$ cat config.mk
export PLATFORM = sky130hd
export DESIGN_NAME = dfsync_gen
export DESIGN_NICKNAME = d
export VERILOG_FILES = /design/src/rtl/fsync_pkg.sv /design/src/rtl/fsync_datapath.sv /design/src/rtl/fsync_control.sv /design/src/rtl/dfsync_gen.sv
export SDC_FILE = /design/constraint.sdc
export NUM_CORES = 1
export LEC_CHECK = 0
export CAP_MARGIN = 10
export CELL_PAD_IN_SITES_DETAIL_PLACEMENT = 0
export CELL_PAD_IN_SITES_GLOBAL_PLACEMENT = 1
export CORE_MARGIN = 4
export CORE_UTILIZATION = 41
export DETAILED_ROUTE_END_ITERATION = 8
export PLACE_DENSITY_LB_ADDON = 0.1
export SYNTH_ARGS = -nofsm -noshare
export SYNTH_HDL_FRONTEND = slang
export SYNTH_SLANG_ARGS = --single-unit
$ cat constraint.sdc
create_clock -name dcl -period 1.9 [get_ports dcl]
set_input_delay 0.19 -clock dcl [delete_from_list [all_inputs] [get_ports dcl]]
set_output_delay 0.19 -clock dcl [all_outputs]
set_load 0.005 [all_outputs]
$ cat src/rtl/fsync_pkg.sv
package fsync_pkg;
  localparam int DELAY_W = 10;
  localparam int WSEL_W  = 2;
  localparam int RUN_W   = 4;   // holds longest pulse length minus one

  // Strobes from control into the datapath
  typedef struct packed {
    logic restart;    // frame start: clear counter, capture settings
    logic loadWidth;  // pulse begins: load remaining-width counter
    logic tickWidth;  // pulse running: count width down
  } dpStrobe_t;

  // Pulse length minus one for each width code
  function automatic logic [RUN_W-1:0] widthLenM1(input logic [WSEL_W-1:0] sel);
    logic [RUN_W-1:0] len;
    case (sel)
      2'b00:   len = RUN_W'(0);
      2'b01:   len = RUN_W'(1);
      2'b10:   len = RUN_W'(7);
      default: len = RUN_W'(15);
    endcase
    return len;
  endfunction
endpackage

$ cat src/rtl/fsync_datapath.sv
module fsync_datapath
  import fsync_pkg::*;
#(
  parameter int CNT_W = DELAY_W
) (
  input  logic              clk,
  input  logic              rstN,
  input  dpStrobe_t         strb,
  input  logic [CNT_W-1:0]  delayCfg,
  input  logic [WSEL_W-1:0] widthSel,
  output logic              match,
  output logic              widthDone
);
  localparam logic [CNT_W-1:0] CNT_MAX = {CNT_W{1'b1}};

  logic [CNT_W-1:0]  delayCnt;
  logic [CNT_W-1:0]  delayQ;
  logic [WSEL_W-1:0] widthQ;
  logic [RUN_W-1:0]  widthLeft;

  // Delay counter and shadow copies of the settings
  always_ff @(posedge clk) begin
    if (!rstN) begin
      delayCnt <= '0;
      delayQ   <= '0;
      widthQ   <= '0;
    end else if (strb.restart) begin
      delayCnt <= '0;
      delayQ   <= delayCfg;
      widthQ   <= widthSel;
    end else if (delayCnt != CNT_MAX) begin
      delayCnt <= delayCnt + 1'b1;
    end
  end

  // Remaining pulse width
  always_ff @(posedge clk) begin
    if (!rstN) begin
      widthLeft <= '0;
    end else if (strb.restart) begin
      widthLeft <= '0;
    end else if (strb.loadWidth) begin
      widthLeft <= widthLenM1(widthQ);
    end else if (strb.tickWidth) begin
      widthLeft <= widthLeft - 1'b1;
    end
  end

  assign match     = (delayCnt == delayQ);
  assign widthDone = (widthLeft == '0);
endmodule

$ cat src/rtl/fsync_control.sv
module fsync_control
  import fsync_pkg::*;
(
  input  logic      clk,
  input  logic      rstN,
  input  logic      refFs,
  input  logic      enable,
  input  logic      match,
  input  logic      widthDone,
  output dpStrobe_t strb,
  output logic      pulseOn,
  output logic      startOn
);
  logic refQ;
  logic refRise;
  logic armed;
  logic fire;

  assign refRise = refFs & ~refQ;
  assign fire    = armed & match & enable & ~refRise;

  always_ff @(posedge clk) begin
    if (!rstN) begin
      refQ    <= 1'b0;
      armed   <= 1'b0;
      pulseOn <= 1'b0;
      startOn <= 1'b0;
    end else begin
      refQ    <= refFs;
      startOn <= fire;
      // Arm on frame start; disarm once the delay point has passed
      if (refRise)             armed <= 1'b1;
      else if (armed && match) armed <= 1'b0;
      // Pulse state
      if (refRise || !enable)       pulseOn <= 1'b0;
      else if (fire)                pulseOn <= 1'b1;
      else if (pulseOn && widthDone) pulseOn <= 1'b0;
    end
  end

  always_comb begin
    strb.restart   = refRise;
    strb.loadWidth = fire;
    strb.tickWidth = pulseOn & ~widthDone;
  end
endmodule

$ cat src/rtl/dfsync_gen.sv
module dfsync_gen
  import fsync_pkg::*;
(
  input  logic               dcl,
  input  logic               rstN,
  input  logic               refFs,
  input  logic [DELAY_W-1:0] delayCfg,
  input  logic [WSEL_W-1:0]  widthSel,
  input  logic               enable,
  output logic               syncOut,
  output logic               frameStart
);
  dpStrobe_t strb;
  logic match;
  logic widthDone;
  logic pulseOn;
  logic startOn;

  fsync_control u_ctl (
    .clk       (dcl),
    .rstN      (rstN),
    .refFs     (refFs),
    .enable    (enable),
    .match     (match),
    .widthDone (widthDone),
    .strb      (strb),
    .pulseOn   (pulseOn),
    .startOn   (startOn)
  );

  fsync_datapath #(.CNT_W(DELAY_W)) u_dp (
    .clk       (dcl),
    .rstN      (rstN),
    .strb      (strb),
    .delayCfg  (delayCfg),
    .widthSel  (widthSel),
    .match     (match),
    .widthDone (widthDone)
  );

  assign syncOut    = pulseOn & enable;
  assign frameStart = startOn & enable;
endmodule

==> results of run 1 <==
## flip-flops by register name, indices dropped and copies added, names as in the netlist
signal and count:
u_dp.delayCnt 10, u_dp.delayQ 10, u_dp.widthLeft 4, u_dp.widthQ 2
u_ctl.armed 1, u_ctl.pulseOn 1, u_ctl.refQ 1, u_ctl.startOn 1
## metal layers
metal	vias to the layer above	track usage
met5	-	0
met4	0	0.07444
met3	6	0.04598
met2	21	0.2151
met1	524	0.1952
li1	623	-
## power by group
part	leakage (uW)	internal, uW	total [uW]	switching, uW
sequential	0.000244	649	666	16.8
clock	0.0000353	179	401	222
combinational	0.000356	69.9	133	63.4
## layout by cell type, fill, tap and decap left out, types with 2 or more instances in the layout
cell              n
nand2_1          32
nand4_1           5
a21oi_1           2
nor2_1           10
nor3_1            3
clkdlybuf4s50_1  17
buf_4             4
inv_1             3
clkbuf_4          5
nand3_1           8
and2_1            7
dfxtp_1          30
and4b_1           2
mux2i_1           6
a21boi_0         15
xor2_1            3
ha_1              2
o21ai_0           4
xnor2_1          12
o31ai_1           2
## cell families after synthesis
logic type               Yosys count  synth area share
AND/OR/NAND/NOR                   77            0.2758
multiplexers                       6           0.04085
flip-flops                        30            0.4085
AO/OA/AOI/OAI                     28            0.1387
adder cells (fa/ha/maj)            2           0.01702
buffers and inverters              9           0.02979
XOR/XNOR                          15           0.08936
## through the flow
step	area, sq um	hold WS [ns]	worst slack, ns	instances
2_1_floorplan	1470	0.3117	0.3798	167
6_report	1755	0.4158	0.2344	236
3_5_place_dp	1695	0.4759	0.1949	228
4_1_cts	1755	0.4019	0.2356	236
3_3_place_gp	1695	0.4725	0.2502	228
5_1_grt	1755	0.4019	0.07325	236
## final timing paths
path,to,depth (start not counted)
max,u_dp.widthLeft[3],6
max reg2reg,u_dp.widthLeft[3],6
min reg2reg,u_dp.delayQ[1],2
min,u_dp.delayQ[4],3
## worst max-delay path, cell delays in order, from the launching register on
cell     delay (ns)
dfxtp_1        0.35
inv_1          0.07
ha_1           0.17
or3b_2         0.50
and4b_1        0.21
o21ai_0        0.15
mux2i_1        0.10
## area by class of cell
cell class,instances,area (sq um)
repair buffers,21,200.2
fillers,316,1634
clock buffers,7,55.05
flip-flops and latches,30,600.6
multi-input cells,128,825.8
well taps,46,57.56
inverters,3,11.26
clock inverters,1,5.005
==> results.tsv, run 1 <==
stage	metric	value	unit
final_layout	finalNetCount	207	
route	routed.top_layer	met4	
logic_synthesis	yosysMostFrequentCell	nand2_1	
setup_path	end_kind	register	
setup_path	worstReg2RegStart	u_dp.widthLeft[0]	
placed_design	port_buffers	17	
pwr	p_total	1201	uW
setup_path	cp-startpoint	u_dp.widthLeft[0]	
clocking	cts.repair.resized	0	
route	drc	0	
logic_synthesis	synth.top_cells.by_count	nand2_1 (32), dfxtp_1 (30), a21boi_0 (15)	
grt	grt_remaining_overflow	0	
logic_synthesis	ys_seq_elements	30	
sta	setup_viol	0	
logic_synthesis	ys_types	35	
setup_path	worstSetupPathType	register to register	
clocking	htree_num_levels	2	
placed_design	place_congestion	0.7756	
setup_path	worstSetupStartpointType	register	
worst_hold_path	min_path_type	primary input to register	
setup_path	reg2reg_slack	0.23	ns
pwr	peakVddDrop	452.2	uV
setup_path	path_max_fanout	5	
pwr	p_leak	0.0006359	uW
die	io-pin-count	18	
sta	rsz0062_at_grt	no	
route	wl_met3	118	um
die	row_count	21	
sta	hold_viol_final	0	
final_layout	area_delta_synth_final	19.40	%
route	drtIter0Drc	53	
sta	min_period	1.666	ns
logic_synthesis	synth_top_cell_area_share	0.4085	
route	via_count	1174	
logic_synthesis	syn_avg_cell_area	8.803	sq um
route	ant_nets	0	
setup_path	worstPathArrival	1.86	ns
sta	max_freq	600.4	MHz
job	drv_cap	0	
outcome	outcome	completed	
logic_synthesis	synth_edf_count	0	
logic_synthesis	synthCells	167	
clocking	cts_buffers	5	
sta	finClkSkew	0.01550	ns
route	wl_per_cell	12.36	um
grt	grt_max_degree	15	
logic_synthesis	syn_area	1470	sq um
clocking	hold_buffers	0	
route	wl_met2	1.245	mm
die	initial_core_util	0.4337	
grt	grt_pass1_vias	1093	
logic_synthesis	seq_area_frac_synth	0.4085	
logic_synthesis	ys.flop_type	dfxtp_1	
placed_design	hpwl	2.251	mm
sta	slew_headroom	0.7008	
route	avgViaCountPerCell	4.975	
logic_synthesis	yosysWarnings	0	
die	die_area	4608	sq um
grt	grt_use_total	0.1475	
route	wl	2.916	mm
die	die_w	67.88	um
sta	worst_slew_pin_slew	0.4450	ns
die	core	3390	sq um
setup_path	required	2.09	ns
worst_hold_path	hold_path_startpoint	delayCfg[4]	
route	dr.pass1.iters	4	
die	die-height	67.88	um
logic_synthesis	synth_top_cell_by_area	dfxtp_1	
pwr	power_density	684.1	nW/um^2
logic_synthesis	synth_nets	185	
clocking	clk_pin_slew	0.09	ns
logic_synthesis	async_flop_share	0	
clocking	clkSinkCount	30	
clocking	root_buffer	clkbuf_4	
sta	finalMaxSlewViolations	0	
sta	fin_crit_sh	0.8766	
final_layout	drive_gt1_frac	0.07895	
logic_synthesis	ys_top_cells_by_area	dfxtp_1 (41%), nand2_1 (8.2%), a21boi_0 (7.7%)	
grt	antenna_found_initial	0	
sta	setup_tns	0	ns
clocking	clk_latency	0.33	ns
route	wl_met1	1.499	mm
final_layout	fin_util	0.5179	
clocking	cts_tree	done	
clocking	clk_path_buf_depth	2	
grt	grt_pass1_wl	5.009	mm
clocking	cts_setup_buffers	0	
final_layout	antenna_cells	0	
Power figures use the tool's default switching activity.
==> inputs of run 2 (changes only) <==
--- a/config.mk
+++ b/config.mk
@@ -8,7 +8,6 @@
 export CAP_MARGIN = 10
 export CELL_PAD_IN_SITES_DETAIL_PLACEMENT = 0
 export CELL_PAD_IN_SITES_GLOBAL_PLACEMENT = 1
-export CORE_MARGIN = 4
 export CORE_UTILIZATION = 41
 export DETAILED_ROUTE_END_ITERATION = 8
 export PLACE_DENSITY_LB_ADDON = 0.1
==> results.tsv, run 2 (synthesis results as in run 1) <==
stage	metric	value	unit
outcome	outcome	completed	
clocking	clk_latency	0.32	ns
clocking	root_buffer	clkbuf_4	
setup_path	end_kind	register	
setup_path	path_max_fanout	5	
placed_design	place_inst	228	
clocking	cts_tree	done	
final_layout	drive_gt1_frac	0.07447	
sta	finalMaxSlewViolations	0	
final_layout	final_common_cell	nand2_1	
clocking	htree_num_levels	2	
placed_design	place_congestion	0.8252	
die	core	3390	sq um
route	drc	0	
final_layout	finalNetCount	207	
die	die_area	3829	sq um
job	drv_cap	0	
clocking	clk_pin_slew	0.09	ns
sta	worst_slew_pin_slew	0.4546	ns
final_layout	layoutNonFillerInstCount	234	
setup_path	worstSetupStartpointType	register	
sta	max_freq	598.8	MHz
final_layout	area_delta_synth_final	18.81	%
grt	grt_pass1_wl	4.933	mm
pwr	peakVddDrop	331.8	uV
clocking	hold_buffers	0	
clocking	cts_buffers	5	
route	drtIter0Drc	56	
final_layout	final_cell_mix	nand2_1 (32), dfxtp_1 (30), clkdlybuf4s50_1 (17)	
placed_design	dp_worst_setup_slack	0.1419	ns
die	row_count	21	
pwr	power_density	668.6	nW/um^2
placed_design	port_buffers	17	
grt	grt_use_total	0.1821	
grt	grt_remaining_overflow	0	
sta	hold_viol_final	0	
clocking	clk_path_buf_depth	2	
route	avgViaCountPerCell	5.085	
pwr	p_leak	0.0006309	uW
final_layout	antenna_cells	0	
sta	fin_crit_sh	0.8790	
grt	grt_pass1_vias	1085	
clocking	clkSinkCount	30	
clocking	cts_setup_buffers	0	
worst_hold_path	min_path_type	primary input to register	
grt	grt_max_degree	15	
route	dr.pass1.iters	4	
sta	min_period	1.670	ns
setup_path	worstSetupPathType	register to register	
route	ant_nets	0	
sta	finClkSkew	0.01360	ns
route	wl	2.958	mm
final_layout	finalInstanceArea	1747	sq um
die	initial_core_util	0.4337	
sta	slew_headroom	0.6944	
sta	rsz0062_at_grt	no	
route	via_count	1190	
sta	setup_ws	0.2300	ns
sta	setup_viol	0	
sta	setup_tns	0	ns
final_layout	reg_top3	u_dp.delayCnt x10, u_dp.delayQ x10, u_dp.widthLeft x4	
setup_path	required	2.09	ns
die	die_w	61.88	um
die	die-height	61.88	um
setup_path	worstPathArrival	1.86	ns
die	io-pin-count	18	
grt	antenna_found_initial	0	
placed_design	place_area	1695	sq um
clocking	cts.repair.resized	0	
placed_design	hpwl	2.281	mm
pwr	p_total	1168	uW
route	wl_per_cell	12.64	um
run 2: power by group:
part	total, uW	internal, uW	switching [uW]
clock network	367	166	200
logic	134	69.8	64.3
registers	667	649	17.6
total	1170	886	282
run 2: cell type report:
cell class | count | area, sq um
Clock buffer | 6 | 51.30
Inverter | 3 | 11.26
Fill cell | 340 | 1643
Tap cell | 46 | 57.56
Timing Repair Buffer | 21 | 200.2
Sequential cell | 30 | 600.6
Multi-Input combinational cell | 128 | 825.8
run 2: final timing paths:
kind,slack (ns),depth (start not counted),to,from
worst min-delay path,0.41,3,u_dp.delayQ[9],delayCfg[9]
worst min register to register,0.48,2,u_dp.delayQ[5],u_dp.delayQ[5]
worst max-delay path,0.23,6,u_dp.widthLeft[3],u_dp.widthLeft[0]
worst max register to register,0.23,6,u_dp.widthLeft[3],u_dp.widthLeft[0]
run 2: per-layer routing:
metal	up-vias	GRT usage	share of wire
met5	-	0	0
met4	0	0.09841	0.015
met3	5	0.04348	0.032
met2	17	0.2657	0.45
met1	548	0.2475	0.50
li1	620	-	-
run 2: stage by stage:
step                hold WS [ns]    util
finish                    0.4145  0.5153
global placement          0.4680  0.5002
global route              0.4367  0.5153
floorplan                 0.3117       -
detailed placement        0.4736  0.5002
CTS                       0.4061  0.5153
run 2: worst max-delay path, stage by stage (launching register included):
cell	delay [ns]
dfxtp_1	0.34
inv_1	0.06
ha_1	0.17
or3b_2	0.51
and4b_1	0.20
o21ai_0	0.17
mux2i_1	0.10
==> inputs of run 3 (changes only) <==
--- a/config.mk
+++ b/config.mk
@@ -11,6 +11,7 @@
 export CORE_UTILIZATION = 41
 export DETAILED_ROUTE_END_ITERATION = 8
 export PLACE_DENSITY_LB_ADDON = 0.1
+export SLEW_MARGIN = 20
 export SYNTH_ARGS = -nofsm -noshare
 export SYNTH_HDL_FRONTEND = slang
 export SYNTH_SLANG_ARGS = --single-unit
==> results of run 3 <==
Same layout as run 2: the final DEF is identical, and so are final timing and power.
